**config.mk**
```make
export PLATFORM = sky130hd
export DESIGN_NAME = dma_chan_seq
export DESIGN_NICKNAME = d
export VERILOG_FILES = /design/src/rtl/dma_seq_pkg.sv /design/src/rtl/dma_req_mux.sv /design/src/rtl/dma_tc_counter.sv /design/src/rtl/dma_chan_seq.sv
export SDC_FILE = /design/constraint.sdc
export NUM_CORES = 1
export LEC_CHECK = 0
export CORE_MARGIN = 2
export CORE_UTILIZATION = 44
export CTS_CLUSTER_SIZE = 40
export DETAILED_ROUTE_END_ITERATION = 8
export GPL_TIMING_DRIVEN = 0
export PLACE_DENSITY = 0.79
export SYNTH_ARGS = -nofsm -noshare
export SYNTH_HDL_FRONTEND = slang
export SYNTH_SLANG_ARGS = --single-unit
export TNS_END_PERCENT = 30
```
**constraint.sdc**
```tcl
create_clock -name clk -period 3.4 [get_ports clk]
set_clock_uncertainty 0.2 [all_clocks]
set_input_delay 0.68 -clock clk [delete_from_list [all_inputs] [get_ports clk]]
set_output_delay 0.68 -clock clk [all_outputs]
set_load 0.1 [all_outputs]
```
**src/rtl/dma_seq_pkg.sv**
```systemverilog
package dma_seq_pkg;
   typedef enum logic [1:0] {
      ST_IDLE   = 2'd0,
      ST_BUSREQ = 2'd1,
      ST_BEAT   = 2'd2,
      ST_REL    = 2'd3
   } seq_state_t;

   typedef enum logic [1:0] {
      DS_BYTE = 2'b00,
      DS_HALF = 2'b01,
      DS_WORD = 2'b10,
      DS_RSVD = 2'b11
   } dsize_t;

   function automatic logic [2:0] dsize_bytes(input logic [1:0] code);
      case (code)
         DS_BYTE: dsize_bytes = 3'd1;
         DS_HALF: dsize_bytes = 3'd2;
         DS_WORD: dsize_bytes = 3'd4;
         default: dsize_bytes = 3'd0;
      endcase
   endfunction
endpackage

```
**src/rtl/dma_req_mux.sv**
```systemverilog
module dma_req_mux #(
   parameter int N_SRC = 7,
   parameter int SEL_W = 3
) (
   input  logic [N_SRC-1:0] req_in,
   input  logic [SEL_W-1:0] sel,
   output logic             req_out,
   output logic             sel_valid
);
   if (N_SRC > (1 << SEL_W)) begin : g_bad_width
      $error("dma_req_mux: select too narrow for N_SRC");
   end

   logic [N_SRC-1:0] hit;

   for (genvar i = 0; i < N_SRC; i++) begin : g_src
      assign hit[i] = req_in[i] && (sel == SEL_W'(i));
   end

   assign req_out   = |hit;
   assign sel_valid = (32'(sel) < N_SRC);
endmodule

```
**src/rtl/dma_tc_counter.sv**
```systemverilog
module dma_tc_counter #(
   parameter int CNT_W = 20
) (
   input  logic             clk,
   input  logic             rst_n,
   input  logic             start_ack,
   input  logic             xfer_done,
   input  logic [CNT_W-1:0] init_cnt,
   output logic [CNT_W-1:0] cur_cnt,
   output logic             zero_hit
);
   if (CNT_W < 2) begin : g_bad_cnt
      $error("dma_tc_counter: CNT_W must be at least 2");
   end

   localparam logic [CNT_W-1:0] ONE = CNT_W'(1);

   logic [CNT_W-1:0] cnt_q;
   logic             is_zero;

   assign is_zero  = (cnt_q == '0);
   assign zero_hit = xfer_done && (cnt_q <= ONE);
   assign cur_cnt  = cnt_q;

   always_ff @(posedge clk or negedge rst_n) begin
      if (!rst_n) begin
         cnt_q <= '0;
      end else if (start_ack && is_zero) begin
         cnt_q <= init_cnt;
      end else if (xfer_done && !is_zero) begin
         cnt_q <= cnt_q - ONE;
      end
   end

   AST_CNT_HOLD: assert property (@(posedge clk) disable iff (!rst_n)
      (!start_ack && !xfer_done) |=> $stable(cnt_q));
   AST_LOAD_ONLY_AT_ZERO: assert property (@(posedge clk) disable iff (!rst_n)
      (start_ack && !is_zero) |=> (cnt_q == $past(cnt_q)));
endmodule

```
**src/rtl/dma_chan_seq.sv**
```systemverilog
module dma_chan_seq
   import dma_seq_pkg::*;
#(
   parameter int CNT_W     = 20,
   parameter int N_SRC     = 7,
   parameter int SEL_W     = 3,
   parameter int BURST_LEN = 4
) (
   input  logic             clk,
   input  logic             rst_n,
   input  logic             cfg_whole,
   input  logic             cfg_hw_trig,
   input  logic [SEL_W-1:0] cfg_src_sel,
   input  logic             cfg_stop_at_tc,
   input  logic [1:0]       cfg_dsize,
   input  logic             cfg_burst4,
   input  logic [CNT_W-1:0] cfg_init_cnt,
   input  logic             chan_on_set,
   input  logic             sw_trig_set,
   input  logic [N_SRC-1:0] hw_req,
   input  logic             bus_gnt,
   input  logic             beat_done,
   output logic             bus_req,
   output logic             beat_req,
   output logic [2:0]       beat_bytes,
   output logic             chan_on,
   output logic             sw_pend,
   output logic [CNT_W-1:0] cur_cnt,
   output logic             tc_irq,
   output logic             cfg_err
);
   localparam int BCNT_W = (BURST_LEN > 1) ? $clog2(BURST_LEN) : 1;
   localparam logic [BCNT_W-1:0] LAST_BEAT = BCNT_W'(BURST_LEN - 1);

   if (BURST_LEN < 1) begin : g_bad_burst
      $error("dma_chan_seq: BURST_LEN must be positive");
   end

   seq_state_t        state_q, state_d;
   logic [BCNT_W-1:0] beat_q;
   logic              hw_hit, src_ok, trig, accept;
   logic              last_beat, xfer_done, zero_hit;
   logic              on_q, pend_q, tc_q;

   dma_req_mux #(.N_SRC(N_SRC), .SEL_W(SEL_W)) u_mux (
      .req_in    (hw_req),
      .sel       (cfg_src_sel),
      .req_out   (hw_hit),
      .sel_valid (src_ok)
   );

   dma_tc_counter #(.CNT_W(CNT_W)) u_cnt (
      .clk       (clk),
      .rst_n     (rst_n),
      .start_ack (accept),
      .xfer_done (xfer_done),
      .init_cnt  (cfg_init_cnt),
      .cur_cnt   (cur_cnt),
      .zero_hit  (zero_hit)
   );

   assign cfg_err = (cfg_dsize == DS_RSVD) || (cfg_hw_trig && !src_ok);
   assign trig    = cfg_hw_trig ? hw_hit : pend_q;
   assign accept  = (state_q == ST_IDLE) && on_q && !cfg_err && trig;

   if (BURST_LEN > 1) begin : g_burst
      assign last_beat = cfg_burst4 ? (beat_q == LAST_BEAT) : 1'b1;
   end else begin : g_single
      assign last_beat = 1'b1;
   end

   assign xfer_done = (state_q == ST_BEAT) && beat_done && last_beat;

   always_comb begin
      state_d = state_q;
      case (state_q)
         ST_IDLE:   if (accept) state_d = ST_BUSREQ;
         ST_BUSREQ: if (bus_gnt) state_d = ST_BEAT;
         ST_BEAT:   if (xfer_done) state_d = ST_REL;
         ST_REL:    state_d = (cfg_whole && on_q && cur_cnt != '0) ? ST_BUSREQ : ST_IDLE;
         default:   state_d = ST_IDLE;
      endcase
   end

   always_ff @(posedge clk or negedge rst_n) begin
      if (!rst_n) begin
         state_q <= ST_IDLE;
         beat_q  <= '0;
         on_q    <= 1'b0;
         pend_q  <= 1'b0;
         tc_q    <= 1'b0;
      end else begin
         state_q <= state_d;
         tc_q    <= zero_hit;
         if (state_q != ST_BEAT || xfer_done) beat_q <= '0;
         else if (beat_done) beat_q <= beat_q + BCNT_W'(1);
         if (zero_hit && cfg_stop_at_tc) on_q <= 1'b0;
         else if (chan_on_set) on_q <= 1'b1;
         if (accept && !cfg_hw_trig) pend_q <= 1'b0;
         else if (sw_trig_set) pend_q <= 1'b1;
      end
   end

   assign bus_req    = (state_q == ST_BUSREQ) || (state_q == ST_BEAT);
   assign beat_req   = (state_q == ST_BEAT);
   assign beat_bytes = dsize_bytes(cfg_dsize);
   assign chan_on    = on_q;
   assign sw_pend    = pend_q;
   assign tc_irq     = tc_q;

   AST_BEAT_UNDER_BUS: assert property (@(posedge clk) disable iff (!rst_n)
      beat_req |-> bus_req);
   AST_BUS_RELEASE: assert property (@(posedge clk) disable iff (!rst_n)
      (beat_req && beat_done && last_beat) |=> !bus_req);
   AST_TC_PULSE: assert property (@(posedge clk) disable iff (!rst_n)
      tc_irq |=> !tc_irq);
   AST_TC_IN_RELEASE: assert property (@(posedge clk) disable iff (!rst_n)
      tc_irq |-> !bus_req);
   AST_STOP_CLEARS_ON: assert property (@(posedge clk) disable iff (!rst_n)
      (tc_irq && $past(cfg_stop_at_tc)) |-> !chan_on);
   AST_ERR_NO_START: assert property (@(posedge clk) disable iff (!rst_n)
      (cfg_err && !bus_req && !chan_on_set) |=> !bus_req);
   AST_PEND_CLEAR: assert property (@(posedge clk) disable iff (!rst_n)
      ($fell(sw_pend)) |-> bus_req);
endmodule

```
==> flow_metrics.py <==
metrics = {
    "clock_tree": {
        "cts.sinks": 27,
        "clk_latency_ps": 270,
        "path_clk_slew_ps": 100,
        "root_buffer": "clkbuf_8",
        "tritoncts": "done",
        "htreeDepth": 1,
        "clockBufferDepth": 2,
        "cts-buffers-inserted": 3,
    },
    "status": {
        "outcome": "finished, final reports clean",
    },
    "job": {
        "maxCapViolations": 0,
    },
    "sta": {
        "period_share_pct": 96.1,
        "rsz0062_at_grt": "no",
        "max_slew_margin_pct": 34.0,
        "period_minus_slack_ps": 3270,
        "slew_violations": 0,
        "worst_pin_slew_ps": 988,
        "finalHoldViolCount": 0,
        "max_freq_mhz": 306,
        "setup_viol": 0,
    },
    "detailed_routing": {
        "vias": 1679,
        "drc": 0,
        "detailedRoute.firstIterationViolations": 87,
        "post_drt_via_cell_ratio": 5.54,
        "drtAntennaViolNets": 0,
        "wl_per_cell_um": 14.7,
        "drt-pass1-iter-count": 4,
        "finalWirelength_mm": 4.46,
    },
    "critical_path": {
        "r2r-end": "u_cnt.cur_cnt[13]",
        "cp_cell_sequence": "clkdlybuf4s50_1, nor2_1, clkdlybuf4s50_1",
        "reg2reg_slack_ps": 480,
        "required_ps": 2520,
        "arrival_ps": 2390,
        "crit_path_end_kind": "output pin",
        "crit_path_start_kind": "input pin",
        "path_common_cell": "clkdlybuf4s50_1",
        "crit_path_max_incr_delay_ps": 1140,
        "slowest_stage": "clkdlybuf4s50_1",
        "reg2reg_from": "state_q[0]",
        "worst-path-max-fanout": 4,
        "critPathKind": "input pin to output pin",
        "r2r_cells": 9,
    },
    "floorplan": {
        "pin_count": 71,
        "start_util_pct": 45.5,
        "core-area_um2": 3970,
        "die_y_um": 68.1,
        "die_area_um2": 4630,
        "die_w_um": 68.1,
        "rows": 23,
    },
    "yosys": {
        "synth_async_sr_flop_share_pct": 100,
        "synthCells": 179,
        "ys_seq_area_share_pct": 37.4,
        "synth_top_cell_area_share_pct": 37.4,
        "synth_top_flop_cell": "dfrtp_1",
        "synth_warnings": 0,
        "syn_area_um2": 1810,
        "ys_ff_latch": 27,
        "postSynthAreaPerCell_um2": 10.1,
        "yosys.area.top_type": "dfrtp_1",
        "syn_nets": 230,
        "yosys-top-cells-area": "dfrtp_1, xnor2_1, ha_1",
        "synth_edf_count": 0,
        "synth_cell_types": 50,
    },
    "cells_and_area": {
        "nFillCells": 353,
        "area_delta_synth_final_pct": 44.8,
        "layout-drive-gt1-share_pct": 10.7,
        "nNetsFinal": 305,
        "antenna_cells": 0,
        "final_common_cell": "clkdlybuf4s50_1",
        "final_cell_mix": "clkdlybuf4s50_1, dfrtp_1, xnor2_1, nor2_1, a21o_1",
        "finalInstanceArea_um2": 2610,
    },
    "global_routing": {
        "grtUsageMet2_pct": 35.8,
        "met3_usage_pct": 2.30,
        "antenna_found_initial": 0,
        "grt_pass1_wl_mm": 7.22,
        "overflow": 0,
        "grt_use_total_pct": 20.3,
        "grt.met1_usage_pct": 26.0,
        "grt_pass1_vias": 1596,
        "grt_max_degree": 28,
        "grt_busiest_layer": "met2",
    },
    "placement": {
        "post-dp-hpwl_mm": 3.50,
        "place_congestion": 0.783,
        "port-buffer-count": 70,
        "dpl-instance-area_um2": 2570,
    },
    "hold_path": {
        "hp-class": "input pin to asynchronous set/reset pin",
    },
}
[state kept, by name, indices dropped and copies added (netlist names)]
signal	cells
beat_q	2
chan_on	1
state_q	2
sw_pend	1
tc_irq	1
u_cnt.cur_cnt	20
[routing by layer]
metal | part of all wire [%] | vias up
li1 | - | 822
met1 | 46 | 816
met2 | 50 | 35
met3 | 3.2 | 6
met4 | 1.5 | 0
met5 | 0 | -
[critical path, delay by kind of cell]
family                 cells  cell delay, ps
buffers and inverters      2            1590
and+or+nand+nor            1             120
[worst max-delay path by stage]
| stage | cells after the start | startpoint | end | slack (ps) |
|---|---|---|---|---|
| 2_1_floorplan | 7 | u_cnt.cur_cnt[11] | u_cnt.cur_cnt[11] | 430 |
| 3_3_place_gp | 4 | cfg_src_sel[0] | cfg_err | -110 |
| 3_5_place_dp | 4 | cfg_src_sel[0] | cfg_err | -110 |
| 4_1_cts | 3 | cfg_dsize[1] | beat_bytes[2] | 30 |
| 5_1_grt | 4 | cfg_src_sel[0] | cfg_err | 70 |
| 6_report | 3 | cfg_dsize[1] | beat_bytes[0] | 130 |
[area by class of cell]
type | instances | area (um2) | area share [%]
multi-input cells | 135 | 1050 | 40.0
flip-flops and latches | 27 | 676 | 25.8
plain buffers | 6 | 42.5 | 1.63
clock inverters | 1 | 5.00 | 0.191
clock buffers | 3 | 41.3 | 1.58
well taps | 50 | 62.6 | 2.39
repair buffers | 70 | 699 | 26.8
inverters | 11 | 41.3 | 1.58
[synthesized netlist by cell type (all sizes together) (2+ instances only)]
cell      n
a21o     12
o31a      2
nand3     6
o21ai     8
nand4     4
a211o     2
buf       4
o2111ai   4
xnor2    14
a21oi     2
inv      11
a221oi    2
nor3      6
or4       4
ha        9
mux2i     2
nand2     7
o211ai    5
o211a     2
mux2      3
dfrtp    27
and2      2
nor2b     3
nor2     13
or3       2
nor4      8
clkbuf    2
[kinds of logic (layout without fill, tap and decap cells)]
kind of cell / count (synthesis) / count (layout) / synth area share [%]
AOI/OAI and AO/OA: 46 / 46 / 21.9
xor gates and xnor gates: 14 / 14 / 6.79
adders and majority gates: 9 / 9 / 6.24
buffers and inverters: 17 / 91 / 4.64
DFF: 27 / 27 / 37.4
muxes: 5 / 5 / 2.98
and+or+nand+nor: 61 / 61 / 20.0
[stage by stage]
step / hold slack [ps] / setup WS, ps / utilization (%) / instances / TNS (ps)
2_1_floorplan: 184 / 433 / - / 179 / 0
3_3_place_gp: 324 / -108 / 64.7 / 299 / -812
3_5_place_dp: 336 / -113 / 64.7 / 299 / -589
4_1_cts: 358 / 30.3 / 65.8 / 303 / 0
5_1_grt: 250 / 74.3 / 65.8 / 303 / 0
6_report: 197 / 132 / 65.8 / 303 / 0
[timing repair]
item,CTS,global route
setup endpoints to repair,1,2
hold buffers,0,0
pin swaps,0,0
setup buffers,0,0
resized for setup,1,2
Power is left out: the tool's default activity adds up to more than one toggle a clock period on the data nets, which glitch-free logic cannot reach.
